===== config.mk =====
export PLATFORM = sky130hd
export DESIGN_NAME = mpkt_wake_det
export DESIGN_NICKNAME = d
export VERILOG_FILES = /design/src/rtl/mpkt_pkg.sv /design/src/rtl/mpkt_hdr_filter.sv /design/src/rtl/mpkt_seq_track.sv /design/src/rtl/mpkt_tail_guard.sv /design/src/rtl/mpkt_wake_det.sv
export SDC_FILE = /design/constraint.sdc
export NUM_CORES = 1
export LEC_CHECK = 0
export ABC_AREA = 1
export CAP_MARGIN = 30
export CORE_ASPECT_RATIO = 1.4
export CORE_MARGIN = 2
export CORE_UTILIZATION = 45
export DETAILED_ROUTE_END_ITERATION = 6
export PLACE_DENSITY_LB_ADDON = 0.08
export SYNTH_ARGS = -nofsm -noshare
export SYNTH_HDL_FRONTEND = slang
export SYNTH_SLANG_ARGS = --single-unit

===== constraint.sdc =====
create_clock -name clk_i -period 3.1 [get_ports clk_i]
set_input_delay 0.465 -clock clk_i [delete_from_list [all_inputs] [get_ports clk_i]]
set_output_delay 0.465 -clock clk_i [all_outputs]
set_load 0.02 [all_outputs]

===== src/rtl/mpkt_pkg.sv =====
package mpkt_pkg;
  typedef logic [7:0] byte_t;
  localparam int unsigned DEF_ADDR_BYTES = 6;
  localparam int unsigned DEF_REPS       = 16;
  localparam int unsigned DEF_HDR_BYTES  = 14;
  localparam int unsigned DEF_FCS_BYTES  = 4;
endpackage


===== src/rtl/mpkt_hdr_filter.sv =====
module mpkt_hdr_filter
  import mpkt_pkg::*;
#(
  parameter int unsigned ADDR_BYTES = DEF_ADDR_BYTES,
  parameter int unsigned HDR_BYTES  = DEF_HDR_BYTES
) (
  input  logic                    clk_i,
  input  logic                    rst_ni,
  input  logic                    en_i,
  input  logic                    vld_i,
  input  logic                    sof_i,
  input  logic                    eof_i,
  input  byte_t                   data_i,
  input  logic [8*ADDR_BYTES-1:0] addr_i,
  output logic                    take_o,
  output logic                    body_o,
  output logic                    da_ok_o
);
  localparam int unsigned IW = $clog2(HDR_BYTES + 1);

  logic          act_q, da_ok_q;
  logic [IW-1:0] idx_q, cur_idx;
  byte_t         exp_b;
  logic          da_hit;

  assign take_o  = en_i & vld_i & (sof_i | act_q);
  assign cur_idx = sof_i ? '0 : idx_q;
  assign body_o  = take_o & (cur_idx == IW'(HDR_BYTES));
  assign da_ok_o = da_ok_q;

  always_comb begin
    exp_b = '0;
    for (int i = 0; i < ADDR_BYTES; i++)
      if (cur_idx == IW'(i)) exp_b = addr_i[8*(ADDR_BYTES-1-i) +: 8];
  end

  assign da_hit = (cur_idx >= IW'(ADDR_BYTES)) | (data_i == exp_b);

  always_ff @(posedge clk_i or negedge rst_ni) begin
    if (!rst_ni) begin
      act_q   <= 1'b0;
      idx_q   <= '0;
      da_ok_q <= 1'b0;
    end else if (!en_i) begin
      act_q   <= 1'b0;
      idx_q   <= '0;
      da_ok_q <= 1'b0;
    end else if (take_o) begin
      act_q   <= ~eof_i;
      idx_q   <= (cur_idx == IW'(HDR_BYTES)) ? cur_idx : cur_idx + IW'(1);
      da_ok_q <= (sof_i | da_ok_q) & da_hit;
    end
  end
endmodule


===== src/rtl/mpkt_seq_track.sv =====
module mpkt_seq_track
  import mpkt_pkg::*;
#(
  parameter int unsigned ADDR_BYTES = DEF_ADDR_BYTES,
  parameter int unsigned REPS       = DEF_REPS
) (
  input  logic                    clk_i,
  input  logic                    rst_ni,
  input  logic                    en_i,
  input  logic                    restart_i,
  input  logic                    step_i,
  input  byte_t                   data_i,
  input  logic [8*ADDR_BYTES-1:0] addr_i,
  output logic                    hit_o,
  output logic                    found_o
);
  localparam int unsigned KW = $clog2(ADDR_BYTES);
  localparam int unsigned RW = $clog2(REPS);

  logic [KW-1:0] k_q;
  logic [RW-1:0] r_q;
  logic          found_q;
  byte_t         exp_b, first_b;
  logic          match, last_k, last_r, live;

  always_comb begin
    exp_b = '0;
    for (int i = 0; i < ADDR_BYTES; i++)
      if (k_q == KW'(i)) exp_b = addr_i[8*(ADDR_BYTES-1-i) +: 8];
  end

  assign first_b = addr_i[8*ADDR_BYTES-1 -: 8];
  assign match   = data_i == exp_b;
  assign last_k  = k_q == KW'(ADDR_BYTES - 1);
  assign last_r  = r_q == RW'(REPS - 1);
  assign live    = step_i & ~found_q;
  assign hit_o   = live & match & last_k & last_r;
  assign found_o = found_q;

  always_ff @(posedge clk_i or negedge rst_ni) begin
    if (!rst_ni) begin
      k_q <= '0; r_q <= '0; found_q <= 1'b0;
    end else if (!en_i || restart_i) begin
      k_q <= '0; r_q <= '0; found_q <= 1'b0;
    end else if (live) begin
      if (hit_o) begin
        found_q <= 1'b1;
      end else if (match) begin
        if (last_k) begin
          k_q <= '0;
          r_q <= r_q + RW'(1);
        end else begin
          k_q <= k_q + KW'(1);
        end
      end else begin
        // breaking byte may open a new attempt
        k_q <= (data_i == first_b) ? KW'(1) : '0;
        r_q <= '0;
      end
    end
  end
endmodule


===== src/rtl/mpkt_tail_guard.sv =====
module mpkt_tail_guard
  import mpkt_pkg::*;
#(
  parameter int unsigned FCS_BYTES = DEF_FCS_BYTES
) (
  input  logic clk_i,
  input  logic rst_ni,
  input  logic en_i,
  input  logic restart_i,
  input  logic take_i,
  input  logic hit_i,
  output logic clear_o
);
  localparam int unsigned TW  = $clog2(FCS_BYTES + 1);
  localparam int unsigned LIM = FCS_BYTES - 1;

  logic [TW-1:0] tail_q;

  // bytes seen after the completing byte, excluding the current one
  assign clear_o = tail_q >= TW'(LIM);

  always_ff @(posedge clk_i or negedge rst_ni) begin
    if (!rst_ni)                          tail_q <= '0;
    else if (!en_i || restart_i || hit_i) tail_q <= '0;
    else if (take_i && !clear_o)          tail_q <= tail_q + TW'(1);
  end
endmodule


===== src/rtl/mpkt_wake_det.sv =====
module mpkt_wake_det
  import mpkt_pkg::*;
#(
  parameter int unsigned ADDR_BYTES = DEF_ADDR_BYTES,
  parameter int unsigned REPS       = DEF_REPS,
  parameter int unsigned HDR_BYTES  = DEF_HDR_BYTES,
  parameter int unsigned FCS_BYTES  = DEF_FCS_BYTES
) (
  input  logic                    clk_i,
  input  logic                    rst_ni,
  input  logic                    en_i,
  input  logic                    relax_i,
  input  logic [8*ADDR_BYTES-1:0] sta_addr_i,
  input  logic                    vld_i,
  input  logic                    sof_i,
  input  logic                    eof_i,
  input  logic [7:0]              data_i,
  input  logic                    clr_i,
  output logic                    det_o
);
  logic take, body, da_ok, seq_hit, seq_found, tail_clear, restart, det_set, det_q;

  assign restart = take & sof_i;

  mpkt_hdr_filter #(.ADDR_BYTES(ADDR_BYTES), .HDR_BYTES(HDR_BYTES)) u_hdr (
    .clk_i, .rst_ni, .en_i, .vld_i, .sof_i, .eof_i,
    .data_i  (byte_t'(data_i)),
    .addr_i  (sta_addr_i),
    .take_o  (take),
    .body_o  (body),
    .da_ok_o (da_ok)
  );

  mpkt_seq_track #(.ADDR_BYTES(ADDR_BYTES), .REPS(REPS)) u_seq (
    .clk_i, .rst_ni, .en_i,
    .restart_i (restart),
    .step_i    (body),
    .data_i    (byte_t'(data_i)),
    .addr_i    (sta_addr_i),
    .hit_o     (seq_hit),
    .found_o   (seq_found)
  );

  mpkt_tail_guard #(.FCS_BYTES(FCS_BYTES)) u_tail (
    .clk_i, .rst_ni, .en_i,
    .restart_i (restart),
    .take_i    (take),
    .hit_i     (seq_hit),
    .clear_o   (tail_clear)
  );

  assign det_set = take & eof_i & seq_found & tail_clear & (relax_i | da_ok);

  always_ff @(posedge clk_i or negedge rst_ni) begin
    if (!rst_ni)      det_q <= 1'b0;
    else if (!en_i)   det_q <= 1'b0;
    else if (det_set) det_q <= 1'b1;
    else if (clr_i)   det_q <= 1'b0;
  end

  assign det_o = det_q;
endmodule


Word-level counts from Yosys, hierarchy flattened --
Cells that the tools add are included.
Word-level totals: memories kept 0, RAM bits 0, word-level logic and storage cells 104, flip-flop bits (word level) 18, bits in latches 0, bits in read-only memories 0
Operators by class: divide/modulo/power cells 0, add/subtract/negate cells 4, eq/ne operators 19, magnitude comparators 2, multipliers 0, reduce and logical (&&, ||, !) cells 13, shift-type cells 0, mux-type cells 39, bitwise logic cells 19
Operators with widths (number):
- 2-to-1 mux 8 bit | 12
- 2-to-1 mux 4 bit | 9
- equality test 8 bit | 3
- 2-to-1 mux 3 bit | 7
- bitwise AND 1 bit | 13
- 2-to-1 mux 1 bit | 11
- adder 4 x 1 -> 4 bit, second input constant | 2
- equality test 4 x 2 -> 1 bit, second input constant | 2
- equality test 4 x 3 -> 1 bit, second input constant | 2
- equality test 4 bit, second input constant | 2
- adder 3 x 1 -> 3 bit, second input constant | 2
- equality test 3 x 2 -> 1 bit, second input constant | 2
- equality test 3 bit, second input constant | 2
- nonzero test 2 bit | 3
- equality test 4 x 1 -> 1 bit, second input constant | 1
- greater-or-equal comparator 4 x 3 -> 1 bit, second input constant | 1
- zero test 4 bit | 1
- OR 1 bit | 4
- AND reduction 2 bit | 2
- equality test 3 x 1 -> 1 bit, second input constant | 1
- greater-or-equal comparator 3 x 2 -> 1 bit, second input constant | 1
- zero test 3 bit | 1
- inequality test 3 x 1 -> 1 bit, second input constant | 1
- inequality test 3 bit, second input constant | 1
- other kinds (7) | 10

Depth between registers and ports, before layout --
Gate-level depths: netlist of run 1.
word-level depth 14, depth in mapped cells 21

Hierarchy --
A second synthesis of run 1 with hierarchy kept.
Second synthesis, totals: cells, all modules 496, area total of the unflattened synthesis 2849.0 um2
Modules (own cells, without submodules):
- mpkt_seq_track | times used 1, sequential area each 200.2 um2, area an instance 1498.9 um2, cells an instance 258
- mpkt_hdr_filter | times used 1, sequential area each 150.1 um2, area an instance 1068.5 um2, cells an instance 197
- mpkt_tail_guard | times used 1, sequential area each 75.1 um2, area an instance 207.7 um2, cells an instance 29
- mpkt_wake_det | times used 1, sequential area each 25.0 um2, area an instance 73.8 um2, cells an instance 12

Worst setup path before layout of run 1 --
Ideal clock, no wire load.
path type reg2reg, start reg u_seq.k_q[2], end reg u_seq.r_q[2], required time 3.035 ns, cell stages (with the launch flop) 21, library setup time 0.065 ns, data arrival time 2.258 ns, setup slack 0.777 ns, path through dfrtp_1 -> inv_2 -> buf_2 -> ha_1 -> clkbuf_1 -> nor2_1 -> nand2_1 -> nand2_1 -> nand2_1 -> nand2_1 -> nand2_1 -> nand2_1 -> inv_1 -> nand2_1 -> nor2_2 -> nand2_2 -> nor2_2 -> nand2_2 -> nand2_2 -> nand2_1 -> nand2_1
Between the ends: word-level cells in the longest chain between the ends 13
RTL lines:
- start: declaration | line mpkt_seq_track.sv:20 | logic [KW-1:0] k_q;
- start signal: assignment | line mpkt_seq_track.sv:53 | k_q <= k_q + KW'(1);
- start signal: assignment | line mpkt_seq_track.sv:57 | k_q <= (data_i == first_b) ? KW'(1) : '0;
- zero test 3 bit | line mpkt_seq_track.sv:29 | if (k_q == KW'(i)) exp_b = addr_i[8*(ADDR_BYTES-1-i) +: 8];
- 2-to-1 mux 8 bit (6 in series) | line mpkt_seq_track.sv:29
- equality test 8 bit | line mpkt_seq_track.sv:33 | assign match = data_i == exp_b;
- bitwise AND 1 bit (3 in series) | line mpkt_seq_track.sv:37 | assign hit_o = live & match & last_k & last_r;
- inequality test 2 bit (no line)
- AND reduction 3 bit (no line)
- end signal: assignment | line mpkt_seq_track.sv:51 | r_q <= r_q + RW'(1);
- end: declaration | line mpkt_seq_track.sv:21 | logic [RW-1:0] r_q;
Several ways; a longest one is shown, not always the timed one. The select of a mux whose other input is x is not followed. A chain may end at the register's enable or synchronous reset.

Worst setup path after layout of run 1 --
start in sof_i, end reg u_hdr.da_ok_q, in the netlist u_hdr.da_ok_o
Between the ends: word-level cells in the longest chain between the ends 13
RTL lines:
- start: declaration | line mpkt_wake_det.sv:15 | input logic sof_i,
- 2-to-1 mux 4 bit | line mpkt_hdr_filter.sv:27 | assign cur_idx = sof_i ? '0 : idx_q;
- zero test 4 bit | line mpkt_hdr_filter.sv:34 | if (cur_idx == IW'(i)) exp_b = addr_i[8*(ADDR_BYTES-1-i) +: 8];
- 2-to-1 mux 8 bit (6 in series) | line mpkt_hdr_filter.sv:34
- equality test 8 bit | line mpkt_hdr_filter.sv:37 | assign da_hit = (cur_idx >= IW'(ADDR_BYTES)) | (data_i == exp_b);
- OR 1 bit | line mpkt_hdr_filter.sv:37
- bitwise AND 1 bit | line mpkt_hdr_filter.sv:51 | da_ok_q <= (sof_i | da_ok_q) & da_hit;
- 2-to-1 mux 1 bit | line mpkt_hdr_filter.sv:48 | end else if (take_o) begin
- 2-to-1 mux 1 bit | line mpkt_hdr_filter.sv:44 | end else if (!en_i) begin
- end signal: assignment | line mpkt_hdr_filter.sv:51
- end: declaration | line mpkt_hdr_filter.sv:21 | logic act_q, da_ok_q;
Several ways; a longest one is shown, not always the timed one. The select of a mux whose other input is x is not followed.

==> flow_metrics.py, run 1 <==
metrics = {
    "route": {
        "vias": 3190,
        "routed_wl_mm": 8.55,
        "wl_per_cell_um": 14.4,
        "drt-initial-drc-count": 232,
        "ant_nets": 0,
        "first_pass_iters": 6,
        "vias_per_cell": 5.38,
        "drc": 0,
    },
    "sta": {
        "finalSetupTns_ns": 0,
        "max_clock_freq_mhz": 362,
        "rsz0062_at_grt": "false",
        "setup_viol": 0,
        "fin_skew_ns": 0.00111,
        "worst_slew_pin_slew_ns": 0.792,
        "finalCritPeriodShare": 0.890,
        "fin_crit_ns": 2.76,
        "drv_slew": 0,
        "max_slew_margin": 0.471,
        "hold_viol_final": 0,
    },
    "synth": {
        "synth_seq_cells": 18,
        "syn-instance-count": 453,
        "synth_ff_type": "dfrtp_1",
        "yosys-top-cells-area": "nand2_1 23%, dfrtp_1 18%, nand3_1 12%",
        "syn-num-nets": 525,
        "synthesis.area_um2": 2520,
        "ys_seq_area_frac": 0.179,
        "yosys_warnings": 0,
        "async_flop_share": 1.00,
        "synth_cell_type_count": 38,
        "avgSynthCellArea_um2": 5.57,
        "netlist.area_leader.share": 0.232,
        "yosys.area.top_type": "nand2_1",
        "synth-edff-count": 0,
    },
    "die": {
        "fp.dieW_um": 67.3,
        "core.rowCount": 32,
        "start_util": 0.463,
        "die_height_um": 92.6,
        "io_pins": 65,
        "core-area_um2": 5450,
        "die_area_um2": 6230,
    },
    "cells_and_area": {
        "final_layout_size_suffix_gt1_frac": 0.0800,
        "multi_input_area_um2": 1790,
        "antennaDiodeCount": 0,
        "fin_nets": 598,
        "fillers": 551,
        "syn_to_final_growth_pct": 32.8,
        "seqCellArea_um2": 450,
    },
    "worst_setup_path": {
        "critPathMaxStageDelay_ns": 0.61,
        "critical_path_class": "input pin to register",
        "startpoint_type": "input pin",
        "crit_fanout": 7,
        "required_ns": 3.25,
        "slowest_stage": "clkdlybuf4s50_1",
        "crit_chain": "clkdlybuf4s50_1 > nor2_1 > inv_1 > ha_1 > clkinv_1 > nor2_1 > nand2_1 > nand3_1 > nand3_1 > nand2_1 > nand2_1 > nand2_1 > nand2_1 > nand2_1 > inv_1 > nand2_1 > nor2_1 > nand2_1 > nand2_1 > nand2_1 > nand2_1",
        "cp_common_cell": "nand2_1",
        "endpoint_kind": "register",
        "crit_arrival_ns": 2.91,
    },
    "global_routing": {
        "grt_use_total": 0.291,
        "grt_pass1_wl_mm": 13.9,
        "globalRouteOverflowTotal": 0,
        "grt_pass1_vias": 3129,
        "grt_max_degree": 19,
        "antenna_found_initial": 0,
    },
    "run_status": {
        "outcome": "finished clean",
    },
    "placement": {
        "port_buffers": 64,
        "hpwlAfterDp_mm": 6.99,
        "gp_congestion": 0.949,
    },
    "cts": {
        "clockBufferDepth": 2,
        "holdBufCountCts": 0,
        "h-tree-depth": 1,
        "cts.clk_slew.worst_paths_ns": 0.06,
        "clock_sinks": 18,
        "cts_setup_buffers": 0,
        "clkLatencyLatePin_ns": 0.25,
        "cts_root_buf": "clkbuf_8",
        "cts-buffers-inserted": 3,
        "postCtsResizedCells": 0,
        "cts_tree": "built",
    },
    "pwr": {
        "power_density_nw_per_um2": 206,
        "total_power_w": 0.000689,
        "vdd_drop_max_uv": 221,
        "leakage_nw": 1.66,
    },
    "run": {
        "maxCapViolations": 0,
    },
    "min_path": {
        "hold_path.class": "register to register",
    },
}
## logic make-up after synthesis
family	count (synthesis)	share of synthesized area
and+or+nand+nor	295	0.521
buffers and inverters	72	0.112
AOI/OAI and AO/OA	48	0.107
DFF	18	0.179
xor gates and xnor gates	11	0.0382
adders and majority gates	8	0.0397
muxes	1	0.00397
## cells in the final DEF, fill, tap and decap left out, drive strengths merged
cell / netlist / layout
o21bai: 2 / 2
o41ai: 1 / 1
dfrtp: 18 / 18
clkinv: 1 / 1
o32ai: 1 / 1
a21oi: 17 / 17
nor3: 6 / 6
ha: 8 / 8
a211oi: 1 / 1
nand4: 7 / 7
o2111ai: 1 / 1
nand3: 64 / 64
o211ai: 2 / 2
o21ai: 21 / 21
inv: 64 / 64
nand2: 162 / 162
or2: 5 / 5
mux2i: 1 / 1
clkbuf: 1 / 4
xnor2: 6 / 6
nor2: 47 / 47
clkdlybuf4s50: 0 / 64
nor4: 2 / 2
nor3b: 1 / 1
o22ai: 1 / 1
nand3b: 1 / 1
xor2: 5 / 5
o2bb2ai: 1 / 1
buf: 6 / 11
## worst max-delay path, delay by kind of cell
kind	cells	cell delay [ns]
and+or+nand+nor	16	1.32
buffers and inverters	4	0.91
adders and majority gates	1	0.21
## power by group
part | internal (W) | leakage, nW | switching [W]
combinational | 0.000127 | 1.38 | 0.000134
sequential | 0.000238 | 0.250 | 0.00000191
clock | 0.000113 | 0.0288 | 0.0000764
total | 0.000477 | 1.66 | 0.000212
## path summary, 6_finish.rpt
| kind | from | slack, ns | end | cells past startpoint |
|---|---|---|---|---|
| worst max register to register | u_seq.k_q[2]$_DFFE_PN0P_ | 0.52 | u_seq.r_q[0]$_DFFE_PN0P_ | 19 |
| max in group asynchronous | rst_ni | 1.94 | u_hdr.da_ok_o$_DFFE_PN0P_ | 1 |
| min in group asynchronous | rst_ni | 0.67 | u_seq.r_q[3]$_DFFE_PN0P_ | 1 |
| worst min-delay path | u_hdr.act_q$_DFFE_PN0P_ | 0.50 | u_hdr.act_q$_DFFE_PN0P_ | 2 |
| worst min register to register | u_hdr.act_q$_DFFE_PN0P_ | 0.50 | u_hdr.act_q$_DFFE_PN0P_ | 2 |
| worst max-delay path | sof_i | 0.34 | u_hdr.da_ok_o$_DFFE_PN0P_ | 21 |
## per-stage QoR
stage                     setup slack (ns)  area [um2]  utilization  instances  hold slack [ns]
after floorplan                      0.777        2520            -        453            0.169
after global placement               0.122        3290        0.604        589            0.481
after detailed placement            0.0130        3290        0.604        589            0.486
after CTS                            0.296        3350        0.614        593            0.505
after global routing               0.00964        3350        0.615        593            0.546
final                                0.340        3350        0.615        593            0.503
## registers in the layout, summed over array words and instances (netlist names)
register       cells
u_hdr.idx_q        4
u_tail.tail_q      3
u_hdr.act_q        1
u_seq.r_q          4
u_hdr.da_ok_o      1
u_seq.found_o      1
det_o              1
u_seq.k_q          3
## metal layers
| metal | vias up | track usage | share of wire |
|---|---|---|---|
| li1 | 1598 | - | - |
| met1 | 1432 | 0.328 | 0.39 |
| met2 | 130 | 0.520 | 0.50 |
| met3 | 30 | 0.0267 | 0.055 |
| met4 | 0 | 0.160 | 0.051 |
| met5 | - | 0 | 0 |
## cell type report
cell class                 count  share of cell area
multi-input combinational    363               0.535
timing repair buffer          75               0.216
sequential                    18               0.135
inverter                      65              0.0729
tap                           68              0.0254
clock buffer                   4              0.0164
## Yosys cell counts, types with 3 or more instances
cell	instances
a21oi_1	17
buf_2	4
dfrtp_1	18
ha_1	8
inv_1	59
inv_2	5
nand2_1	156
nand2_2	6
nand3_1	62
nand4_1	7
nor2_1	38
nor2_2	7
nor3_1	5
o21ai_0	17
o21ai_1	4
or2_1	3
xnor2_1	6
xor2_1	5
Note: power is estimated with default switching activity, not from simulation.
==> run 2: changes to the inputs <==
--- a/config.mk
+++ b/config.mk
@@ -8,10 +8,10 @@
 export ABC_AREA = 1
 export CAP_MARGIN = 30
 export CORE_ASPECT_RATIO = 1.4
-export CORE_MARGIN = 2
 export CORE_UTILIZATION = 45
 export DETAILED_ROUTE_END_ITERATION = 6
 export PLACE_DENSITY_LB_ADDON = 0.08
+export REMOVE_ABC_BUFFERS = 1
 export SYNTH_ARGS = -nofsm -noshare
 export SYNTH_HDL_FRONTEND = slang
 export SYNTH_SLANG_ARGS = --single-unit
==> constraint.sdc (replaced) <==
create_clock -name clk_i -period 3.1 [get_ports clk_i]
set_input_delay 0.31 -clock clk_i [delete_from_list [all_inputs] [get_ports clk_i]]
set_output_delay 0.31 -clock clk_i [all_outputs]
set_load 0.02 [all_outputs]
==> run 2 against run 1 <==
Via count decreased by 1.6%; hold slack got worse by 0.011 ns; non-clock buffer count decreased by 3; utilization increased by 1.5 points; cell count decreased by 0.84%; count of clock-buffer cells in the layout unchanged; first-iteration DRC count increased by 2.6%; largest power group unchanged.
==> flow_metrics.py, run 2 (synthesized netlist as in run 1, its figures left out) <==
metrics = {
    "route": {
        "ant_nets": 0,
        "first_pass_iters": 4,
        "wl_per_cell_um": 14.5,
        "routed_wl_mm": 8.54,
        "drt-initial-drc-count": 238,
        "vias_per_cell": 5.34,
        "drc": 0,
        "vias": 3140,
    },
    "cts": {
        "clock_sinks": 18,
        "cts_tree": "built",
        "cts-buffers-inserted": 3,
        "h-tree-depth": 1,
        "clkLatencyLatePin_ns": 0.26,
        "holdBufCountCts": 0,
        "postCtsResizedCells": 0,
        "clockBufferDepth": 2,
        "cts_root_buf": "clkbuf_8",
        "cts.clk_slew.worst_paths_ns": 0.07,
        "cts_setup_buffers": 0,
    },
    "worst_setup_path": {
        "crit_fanout": 7,
        "required_ns": 3.30,
        "r2r_cells": 19,
        "endpoint_kind": "register",
        "startpoint_type": "input pin",
        "critical_path_class": "input pin to register",
        "crit_arrival_ns": 2.97,
    },
    "global_routing": {
        "grt_pass1_vias": 3077,
        "antenna_found_initial": 0,
        "grt_pass1_wl_mm": 14.0,
        "grt_max_degree": 19,
        "globalRouteOverflowTotal": 0,
        "grt_use_total": 0.303,
    },
    "cells_and_area": {
        "fin_nets": 595,
        "antennaDiodeCount": 0,
        "layout_common_cells": "156 x nand2_1, 64 x clkdlybuf4s50_1, 62 x nand3_1, 59 x inv_1, 38 x nor2_1",
        "final_layout_size_suffix_gt1_frac": 0.0728,
        "multi_input_area_um2": 1790,
        "fillers": 531,
        "syn_to_final_growth_pct": 31.7,
        "seqCellArea_um2": 450,
        "reg_top3": "u_hdr.idx_q x4, u_seq.r_q x4",
        "final_common_cell": "nand2_1",
    },
    "sta": {
        "max_slew_margin": 0.451,
        "drv_slew": 0,
        "setup_viol": 0,
        "fin_crit_ns": 2.77,
        "rsz0062_at_grt": "false",
        "finalCritPeriodShare": 0.893,
        "worst_slew_pin_slew_ns": 0.822,
        "hold_viol_final": 0,
        "hold_slack_ns": 0.492,
        "fin_skew_ns": 0.00468,
        "setup_ws_ns": 0.331,
        "finalSetupTns_ns": 0,
        "max_clock_freq_mhz": 361,
    },
    "min_path": {
        "hold_depth": 2,
        "hold_path.class": "register to register",
    },
    "run_status": {
        "outcome": "finished clean",
    },
    "pwr": {
        "p_clk_frac": 0.281,
        "vdd_drop_max_uv": 313,
        "p_int_w": 0.000476,
        "seq_power_share": 0.345,
        "leakage_nw": 1.65,
        "p_comb_frac": 0.374,
        "power_density_nw_per_um2": 209,
        "switching_share": 0.314,
        "p_switching_w": 0.000218,
    },
    "die": {
        "fp.dieW_um": 65.3,
        "core-area_um2": 5280,
        "die_height_um": 90.6,
        "io_pins": 65,
        "start_util": 0.478,
        "die_area_um2": 5910,
        "core.rowCount": 31,
    },
    "placement": {
        "gp_congestion": 0.900,
        "hpwlAfterDp_mm": 6.92,
        "place_ws_ns": 0.135,
        "port_buffers": 64,
    },
    "run": {
        "maxCapViolations": 0,
    },
}
run 2: cell count changes in the layout (fill, tap and decap cells not counted):
cell | before | now
buf_4 | 11 | 8
nor2_1 | 37 | 38
nor2_2 | 8 | 7
run 2: worst paths after layout:
| check | startpoint | endpoint | slack, ns |
|---|---|---|---|
| max | sof_i | u_hdr.da_ok_o$_DFFE_PN0P_ | 0.33 |
| min | u_hdr.act_q$_DFFE_PN0P_ | u_hdr.act_q$_DFFE_PN0P_ | 0.49 |
| max reg2reg | u_seq.k_q[2]$_DFFE_PN0P_ | u_seq.r_q[0]$_DFFE_PN0P_ | 0.50 |
| min reg2reg | u_hdr.act_q$_DFFE_PN0P_ | u_hdr.act_q$_DFFE_PN0P_ | 0.49 |
| max in group asynchronous | rst_ni | u_seq.k_q[1]$_DFFE_PN0P_ | 2.07 |
| min in group asynchronous | rst_ni | u_seq.r_q[2]$_DFFE_PN0P_ | 0.52 |
run 2: power groups by stage:
stage | sequential (W) | combinational, W | clock [W]
6_report | 0.000239 | 0.000260 | 0.000195
5_1_grt | 0.000239 | 0.000290 | 0.000204
4_1_cts | 0.000239 | 0.000259 | 0.000199
3_5_place_dp | 0.000244 | 0.000257 | 0
3_3_place_gp | 0.000244 | 0.000255 | 0
2_1_floorplan | 0.000244 | 0.000119 | 0
run 2: metrics by stage:
stage               area [um2]  power [W]  instances  utilization
global placement          3270   0.000499        584        0.619
global route              3320   0.000733        588        0.630
CTS                       3320   0.000697        588        0.630
floorplan                 2480   0.000363        446            -
detailed placement        3270   0.000500        584        0.619
finish                    3320   0.000694        588        0.630
run 2: cell type report:
cell class	count	area share
multi-input cells	363	0.538
repair buffers	72	0.211
flip-flops and latches	18	0.136
inverters	65	0.0735
well taps	66	0.0249
clock buffers	4	0.0166
run 2: layer usage:
metal | routed length, um | GRT usage | part of all wire
met1 | 3460 | 0.343 | 0.41
met2 | 4470 | 0.572 | 0.52
met3 | 332 | 0.0101 | 0.039
met4 | 281 | 0.120 | 0.033
met5 | 0 | 0 | 0
run 2: worst max-delay path, cell delays in order:
cell and delay (ns):
clkdlybuf4s50_1 0.54, nor2_1 0.35, ha_1 0.26, clkinv_1 0.09, nor2_1 0.35, nand2_1 0.09
nand3_1 0.10, o211ai_1 0.10, nand2_1 0.11, nand2_1 0.10, nand2_1 0.07, nand2_1 0.04
nand2_1 0.07, nand2_1 0.06, nor2_1 0.09, nand2_1 0.07, nand2_1 0.05, nand2_1 0.05
nand2_1 0.05
